==> config.mk <==
export PLATFORM = sky130hd
export DESIGN_NAME = hybrid_dpwm
export DESIGN_NICKNAME = d
export VERILOG_FILES = /design/src/rtl/dpwm_pkg.sv /design/src/rtl/dpwm_ctrl.sv /design/src/rtl/dpwm_data.sv /design/src/rtl/hybrid_dpwm.sv
export SDC_FILE = /design/constraint.sdc
export NUM_CORES = 1
export LEC_CHECK = 0
export BUFFER_PORTS_ARGS = -buffer_cell sky130_fd_sc_hd__buf_2
export CAP_MARGIN = 15
export CORE_MARGIN = 5
export CORE_UTILIZATION = 25
export CTS_CLUSTER_SIZE = 8
export DETAILED_ROUTE_END_ITERATION = 7
export PLACE_DENSITY_LB_ADDON = 0.15
export SLEW_MARGIN = 0
export SYNTH_ARGS = -nofsm -noshare
export SYNTH_HDL_FRONTEND = slang
export SYNTH_HIERARCHICAL = 1
export SYNTH_SLANG_ARGS = --single-unit
==> constraint.sdc <==
create_clock -name clk -period 3.5 [get_ports clk]
set_input_delay 0.7 -clock clk [delete_from_list [all_inputs] [get_ports clk]]
set_output_delay 0.7 -clock clk [all_outputs]
set_load 0.05 [all_outputs]
==> src/rtl/dpwm_pkg.sv <==
package dpwm_pkg;

  // Strobes passed from the control sequencer to the datapath
  typedef struct packed {
    logic clear;  // synchronous clear of datapath state
    logic load;   // this cycle begins a new period: capture the duty word
  } dpwm_strobe_t;

endpackage

==> src/rtl/dpwm_ctrl.sv <==
module dpwm_ctrl
  import dpwm_pkg::*;
#(
  parameter int COARSE_W = 6
) (
  input  logic                clk,
  input  logic                rst,
  output logic [COARSE_W-1:0] periodIdx,
  output dpwm_strobe_t        strobe
);

  localparam logic [COARSE_W-1:0] IDX_MAX = '1;
  localparam logic [COARSE_W-1:0] IDX_ONE = COARSE_W'(1);

  logic [COARSE_W-1:0] idxQ;

  always_ff @(posedge clk) begin
    if (rst) idxQ <= '0;
    else     idxQ <= idxQ + IDX_ONE;
  end

  assign periodIdx    = idxQ;
  assign strobe.clear = rst;
  assign strobe.load  = !rst && (idxQ == '0);

  // period index wraps from max to zero
  assert_idx_wrap_R9: assert property (@(posedge clk) disable iff (rst)
    (idxQ == IDX_MAX) |=> (idxQ == '0));

  // period index advances by one each cycle below max
  assert_idx_step_R9: assert property (@(posedge clk) disable iff (rst)
    (idxQ != IDX_MAX) |=> (idxQ == $past(idxQ) + IDX_ONE));

endmodule

==> src/rtl/dpwm_data.sv <==
module dpwm_data
  import dpwm_pkg::*;
#(
  parameter int COARSE_W = 6,
  parameter int FINE_W   = 3,
  localparam int DUTY_W  = COARSE_W + FINE_W,
  localparam int SLOTS   = 1 << FINE_W
) (
  input  logic                clk,
  input  dpwm_strobe_t        strobe,
  input  logic [COARSE_W-1:0] periodIdx,
  input  logic [DUTY_W-1:0]   dutyIn,
  output logic [SLOTS-1:0]    wordOut
);

  localparam logic [SLOTS-1:0] WORD_ONE = SLOTS'(1);

  logic [DUTY_W-1:0]   dutyHold;
  logic [DUTY_W-1:0]   dutyEff;
  logic [COARSE_W-1:0] coarseSel;
  logic [FINE_W-1:0]   fineSel;
  logic [SLOTS-1:0]    thermo;
  logic [SLOTS-1:0]    wordNext;
  logic [SLOTS-1:0]    wordQ;

  // Duty value that governs the current coarse cycle
  assign dutyEff   = strobe.load ? dutyIn : dutyHold;
  assign coarseSel = dutyEff[DUTY_W-1:FINE_W];
  assign fineSel   = dutyEff[FINE_W-1:0];

  // Thermometer code: the earliest slots (MSB side) fill first
  for (genvar b = 0; b < SLOTS; b++) begin : g_thermo
    assign thermo[SLOTS-1-b] = (fineSel > FINE_W'(b));
  end

  always_comb begin
    if (periodIdx < coarseSel)       wordNext = '1;
    else if (periodIdx == coarseSel) wordNext = thermo;
    else                             wordNext = '0;
  end

  always_ff @(posedge clk) begin
    if (strobe.clear) begin
      dutyHold <= '0;
      wordQ    <= '0;
    end else begin
      if (strobe.load) dutyHold <= dutyIn;
      wordQ <= wordNext;
    end
  end

  assign wordOut = wordQ;

  // Checks on the datapath
  logic clearSeen;
  logic [SLOTS-1:0] wordInv;
  always_ff @(posedge clk) clearSeen <= strobe.clear;
  assign wordInv = ~wordQ;

  // a clear leaves the output word at zero
  always @(posedge clk) begin
    if (clearSeen) begin
      assert_clear_word_R1: assert (wordQ == '0);
    end
  end

  // every word is MSB-packed ones followed by zeros
  assert_thermo_shape_R3: assert property (@(posedge clk) disable iff (strobe.clear)
    ((wordInv & (wordInv + WORD_ONE)) == '0));

  // once the pulse has ended, the period stays low
  assert_low_sticky_R4: assert property (@(posedge clk) disable iff (strobe.clear)
    (wordQ == '0 && !strobe.load) |=> (wordQ == '0));

  // the captured duty value changes only when a period begins
  assert_hold_stable_R6: assert property (@(posedge clk) disable iff (strobe.clear)
    !strobe.load |=> $stable(dutyHold));

endmodule

==> src/rtl/hybrid_dpwm.sv <==
module hybrid_dpwm
  import dpwm_pkg::*;
#(
  parameter int COARSE_W = 6,
  parameter int FINE_W   = 3,
  localparam int DUTY_W  = COARSE_W + FINE_W,
  localparam int SLOTS   = 1 << FINE_W
) (
  input  logic              clk,
  input  logic              rst,
  input  logic [DUTY_W-1:0] dutyIn,
  output logic [SLOTS-1:0]  wordOut
);

  logic [COARSE_W-1:0] periodIdx;
  dpwm_strobe_t        strobe;

  dpwm_ctrl #(.COARSE_W(COARSE_W)) u_ctrl (
    .clk       (clk),
    .rst       (rst),
    .periodIdx (periodIdx),
    .strobe    (strobe)
  );

  dpwm_data #(.COARSE_W(COARSE_W), .FINE_W(FINE_W)) u_data (
    .clk       (clk),
    .strobe    (strobe),
    .periodIdx (periodIdx),
    .dutyIn    (dutyIn),
    .wordOut   (wordOut)
  );

endmodule

Yosys cells after proc, flatten, opt, wreduce, memory -nomap -nowiden
Index checks and enable logic that the tools add are counted.
{"block": "op_classes", "order_cmp": 9, "muxes": 3, "reduce_logical": 3, "addsub": 1, "eq_ne": 1}
{"operator": "8-bit 2-to-1 mux", "n": 2}
{"operator": "3-bit greater-than comparator (second input constant)", "n": 4}
{"operator": "9-bit 2-to-1 mux", "n": 1}
{"operator": "6-bit by 1-bit adder with 6-bit output (second input constant)", "n": 1}
{"operator": "6-bit == test", "n": 1}
{"operator": "3-bit by 1-bit greater-than comparator with 1-bit output (second input constant)", "n": 2}
{"operator": "3-bit by 2-bit greater-than comparator with 1-bit output (second input constant)", "n": 2}
{"operator": "6-bit logical NOT", "n": 1}
{"operator": "6-bit < comparator", "n": 1}
{"operator": "1-bit logical AND", "n": 1}
{"operator": "1-bit logical NOT", "n": 1}
{"block": "word_totals", "input_bits": 11, "register_bits": 23, "wordCells": 20}

Longest topological paths before layout
{"block": "logic_depth", "ltp_word": 6, "mapped_depth": 10, "mapped_depth_nobuf": 9}

By module
Netlist, hierarchy kept.
{"mod": "dpwm_data", "cells_per_inst": 68, "area_per_inst_um2": 744.5, "n_inst": 1, "seq_area_each_um2": 340.3}
{"mod": "dpwm_ctrl", "cells_per_inst": 28, "area_per_inst_um2": 266.5, "n_inst": 1, "seq_area_each_um2": 120.1}

Worst setup path before layout
No wires, ideal clock.
{"block": "synth_path", "path_kind": "in2reg", "startpoint": "input rst", "endpoint": "register u_data.wordQ[1] (netlist: u_data/wordOut[1])", "setup_ns": 0.092, "arrival_ns": 2.578, "path_slack_ns": 0.830, "t_required_ns": 3.408, "n_path_buf": 1, "cell_stages": 8, "path_cell_list": "or4b_1 > nor3_2 > buf_6 > mux2i_1 > ha_1 > and4_1 > o21a_2 > o32ai_1"}
{"item": "start: declaration", "line": "hybrid_dpwm.sv:10", "text": "input logic rst,"}
{"item": "end signal: assignment", "line": "dpwm_data.sv:48", "text": "wordQ <= wordNext;"}
{"item": "end: declaration", "line": "dpwm_data.sv:24", "text": "logic [SLOTS-1:0] wordQ;"}

==> summary.txt <==
Outcome
  • Status: finished clean

Cells and area
  • Area taken by multi-input logic gates: approximately 520 um^2
  • Most frequent cells in the layout: 23 x dfxtp_1, 18 x buf_2, 13 x nor2_1
  • # fillers: 428
  • Area growth from synthesis to final layout: 18.8%
  • Reg area: about 460 um^2
  • Share of layout cells above drive strength 1: between 20% and 30%
  • Finished Layout Cells: between 150 and 200
  • Commonest non-fill, non-tap cell in the layout: dfxtp_1
  • Nets: 137
  • Final core utilization: between 30 and 40%
  • Antenna Cells: 0

Synth
  • Syn Nets: around 120
  • Async set-reset flop share out of synthesis: 0%
  • Post-synth EDFFs: 0
  • Syn avg cell area: ~11 um^2
  • Netlist cell types: 30
  • Most used DFF post-synth: dfxtp_1
  • Seq/Total Area, Yosys: between 40 and 50%
  • Yosys reg bits: 23
  • Mapped Area: about 1000 um^2
  • Post-Synthesis Cells: 96
  • YS warnings: 6

Critical path
  • Setup CP Type: input port to flip-flop
  • Worst Path Max Fanout: 9
  • CP Launch Point: rst
  • CP endpoint: u_data/wordOut[5]
  • Setup crit end kind: flip-flop
  • R2R depth: 10
  • FF-to-FF setup slack: approximately 0.80 ns
  • Crit path required time: 3.66 ns
  • Reg2reg start: u_ctrl/periodIdx[0]
  • Reg-to-reg endpoint: u_data/wordOut[5]
  • WP data arrival: 2.89 ns
  • CP Launch Type: input port

Drt
  • Via count: about 720
  • Post-DR wirelength/cell: roughly 12 um
  • DRT Pass-1 Iters: 3
  • Via/cell ratio: 4.34
  • Initial DRC Count: 11
  • Remaining DRCs: 0
  • Final WL: roughly 1900 um
  • DRT antenna net count: 0

Timing
  • Setup violations, final: 0
  • Final Max Tran Viols: 0
  • RSZ-0062 raised after global routing: no
  • Final Skew: approximately 0.0070 ns
  • Final hold violation count: 0
  • Fin crit share: between 70% and 80%
  • Post-route setup TNS: 0 ns
  • Worst-Margin Slew: 0.500 ns
  • Worst slew margin: 66.5%
  • Peak Freq: ~0.37 GHz
  • Post-layout min period: around 2.7 ns

Clock tree
  • Hold buffer count at cts: 0
  • Post-cts resize count: 0
  • CTS Buf Count: 3
  • CTS tree: yes
  • Worst skew pair latency: 0.26 ns
  • CTS Sinks: 23
  • CTS max path bufs: 2
  • Post-CTS setup buffer count: 0
  • H-tree Lvls: 1
  • Clk slew on worst S/H paths: around 0.080 ns
  • Root buffer cell: clkbuf_8

Floorplan
  • Row cnt: 23
  • IO Pins: 19
  • Die area: approximately 5400 um^2
  • Core Footprint: roughly 4000 um^2
  • Starting density of the core: between 20% and 30%
  • Die Ht: roughly 74 um
  • Die W: roughly 74 um

Global route
  • First-pass GRT wire length: approximately 3300 um
  • Gr usage total: 7.76%
  • Initial antenna violation count: 0
  • Largest net degree at the start of global routing: 19
  • Total gr overflow: 0
  • Number of global-route vias before repair: roughly 700

Job
  • Max_cap viols: 0

Power
  • P_leak: between 0.5 and 0.6 nW
  • VDD IR max: around 0.00016 V
  • Power density over cell area: between 500 and 600 nW/um^2

Place
  • DPL Wire Length: around 1500 um
  • Placer Congestion: ~0.73
  • Port buffer count: 18
  • Placed cells: 163

Min path
  • Worst min-delay path category: flip-flop to flip-flop
==> Yosys cell counts, drive strengths merged, types with 2 or more instances <==
cell type | count | area, um^2
buf | 3 | 23.8
xor2 | 2 | 17.5
o31ai | 2 | 15.0
nand2 | 4 | 15.0
mux2 | 4 | 56.3
nor2b | 5 | 31.3
nor3 | 3 | 25.0
inv | 3 | 11.3
dfxtp | 23 | 460
nor2 | 13 | 48.8
nand3 | 3 | 15.0
mux2i | 5 | 50.1
o32ai | 5 | 43.8
ha | 8 | 100
a21oi | 2 | 10.0
==> how the worst min path moves through the flow <==
stage	start	end	slack (ns)	cells past startpoint
after floorplan	u_ctrl/periodIdx[0]	u_ctrl/periodIdx[0]	0.44	1
after global placement	u_ctrl/periodIdx[0]	u_ctrl/periodIdx[0]	0.47	1
after detailed placement	u_ctrl/periodIdx[0]	u_ctrl/periodIdx[0]	0.48	1
after CTS	u_ctrl/periodIdx[0]	u_ctrl/periodIdx[0]	0.50	1
after global routing	u_ctrl/periodIdx[0]	u_ctrl/periodIdx[0]	0.53	1
final	u_ctrl/periodIdx[0]	u_ctrl/periodIdx[0]	0.49	1
==> report_power, final <==
group / switching (mW) / total [mW] / internal (mW)
clock network: 0.0830 / 0.162 / 0.0792
logic: 0.130 / 0.195 / 0.0642
registers: 0.00980 / 0.301 / 0.291
==> layer usage <==
layer	GRT usage (%)	share of wire, %
met1	11.3	51
met2	11.0	42
met3	2.05	5.6
met4	2.41	0.87
met5	0	0
==> stage by stage <==
stage | setup WS [ns] | power (mW) | cell area [um^2] | hold slack [ns]
after CTS | 0.750 | 0.668 | 1200 | 0.498
after global placement | 0.482 | 0.503 | 1150 | 0.468
after global routing | 0.533 | 0.699 | 1200 | 0.528
final | 0.773 | 0.658 | 1200 | 0.491
after detailed placement | 0.475 | 0.504 | 1150 | 0.479
after floorplan | 0.830 | 0.461 | 1010 | 0.441
==> critical path, stage by stage <==
cell and delay [ns]:
buf_2 0.10, or4b_1 0.48, nor3_2 0.11, buf_4 0.22, mux2i_1 0.29, ha_1 0.28
and4_1 0.24, o21a_2 0.17, o32ai_1 0.28
==> logic make-up (layout without fill, tap and decap cells) <==
kind of cell | after synthesis | after routing | share of synthesized area (%)
flops | 23 | 23 | 45.5
mux | 9 | 9 | 10.5
fa+ha+maj | 8 | 8 | 9.90
buf+inv | 6 | 27 | 3.46
xor+xnor | 3 | 3 | 2.60
compound gates | 12 | 12 | 9.28
simple gates | 35 | 35 | 18.7
==> state kept, by name, indices dropped and copies added (netlist names) <==
signal	flops
u_data/dutyHold	9
u_data/wordOut	8
u_ctrl/periodIdx	6
==> cell type report <==
class                      count  area share [%]
sequential                    23            38.3
clock inverter                 1           0.417
multi-input combinational     67            42.9
clock buffer                   3            3.44
timing repair buffer          20            8.75
tap                           50            5.21
inverter                       3           0.938
(Power assumes the default switching activity.)
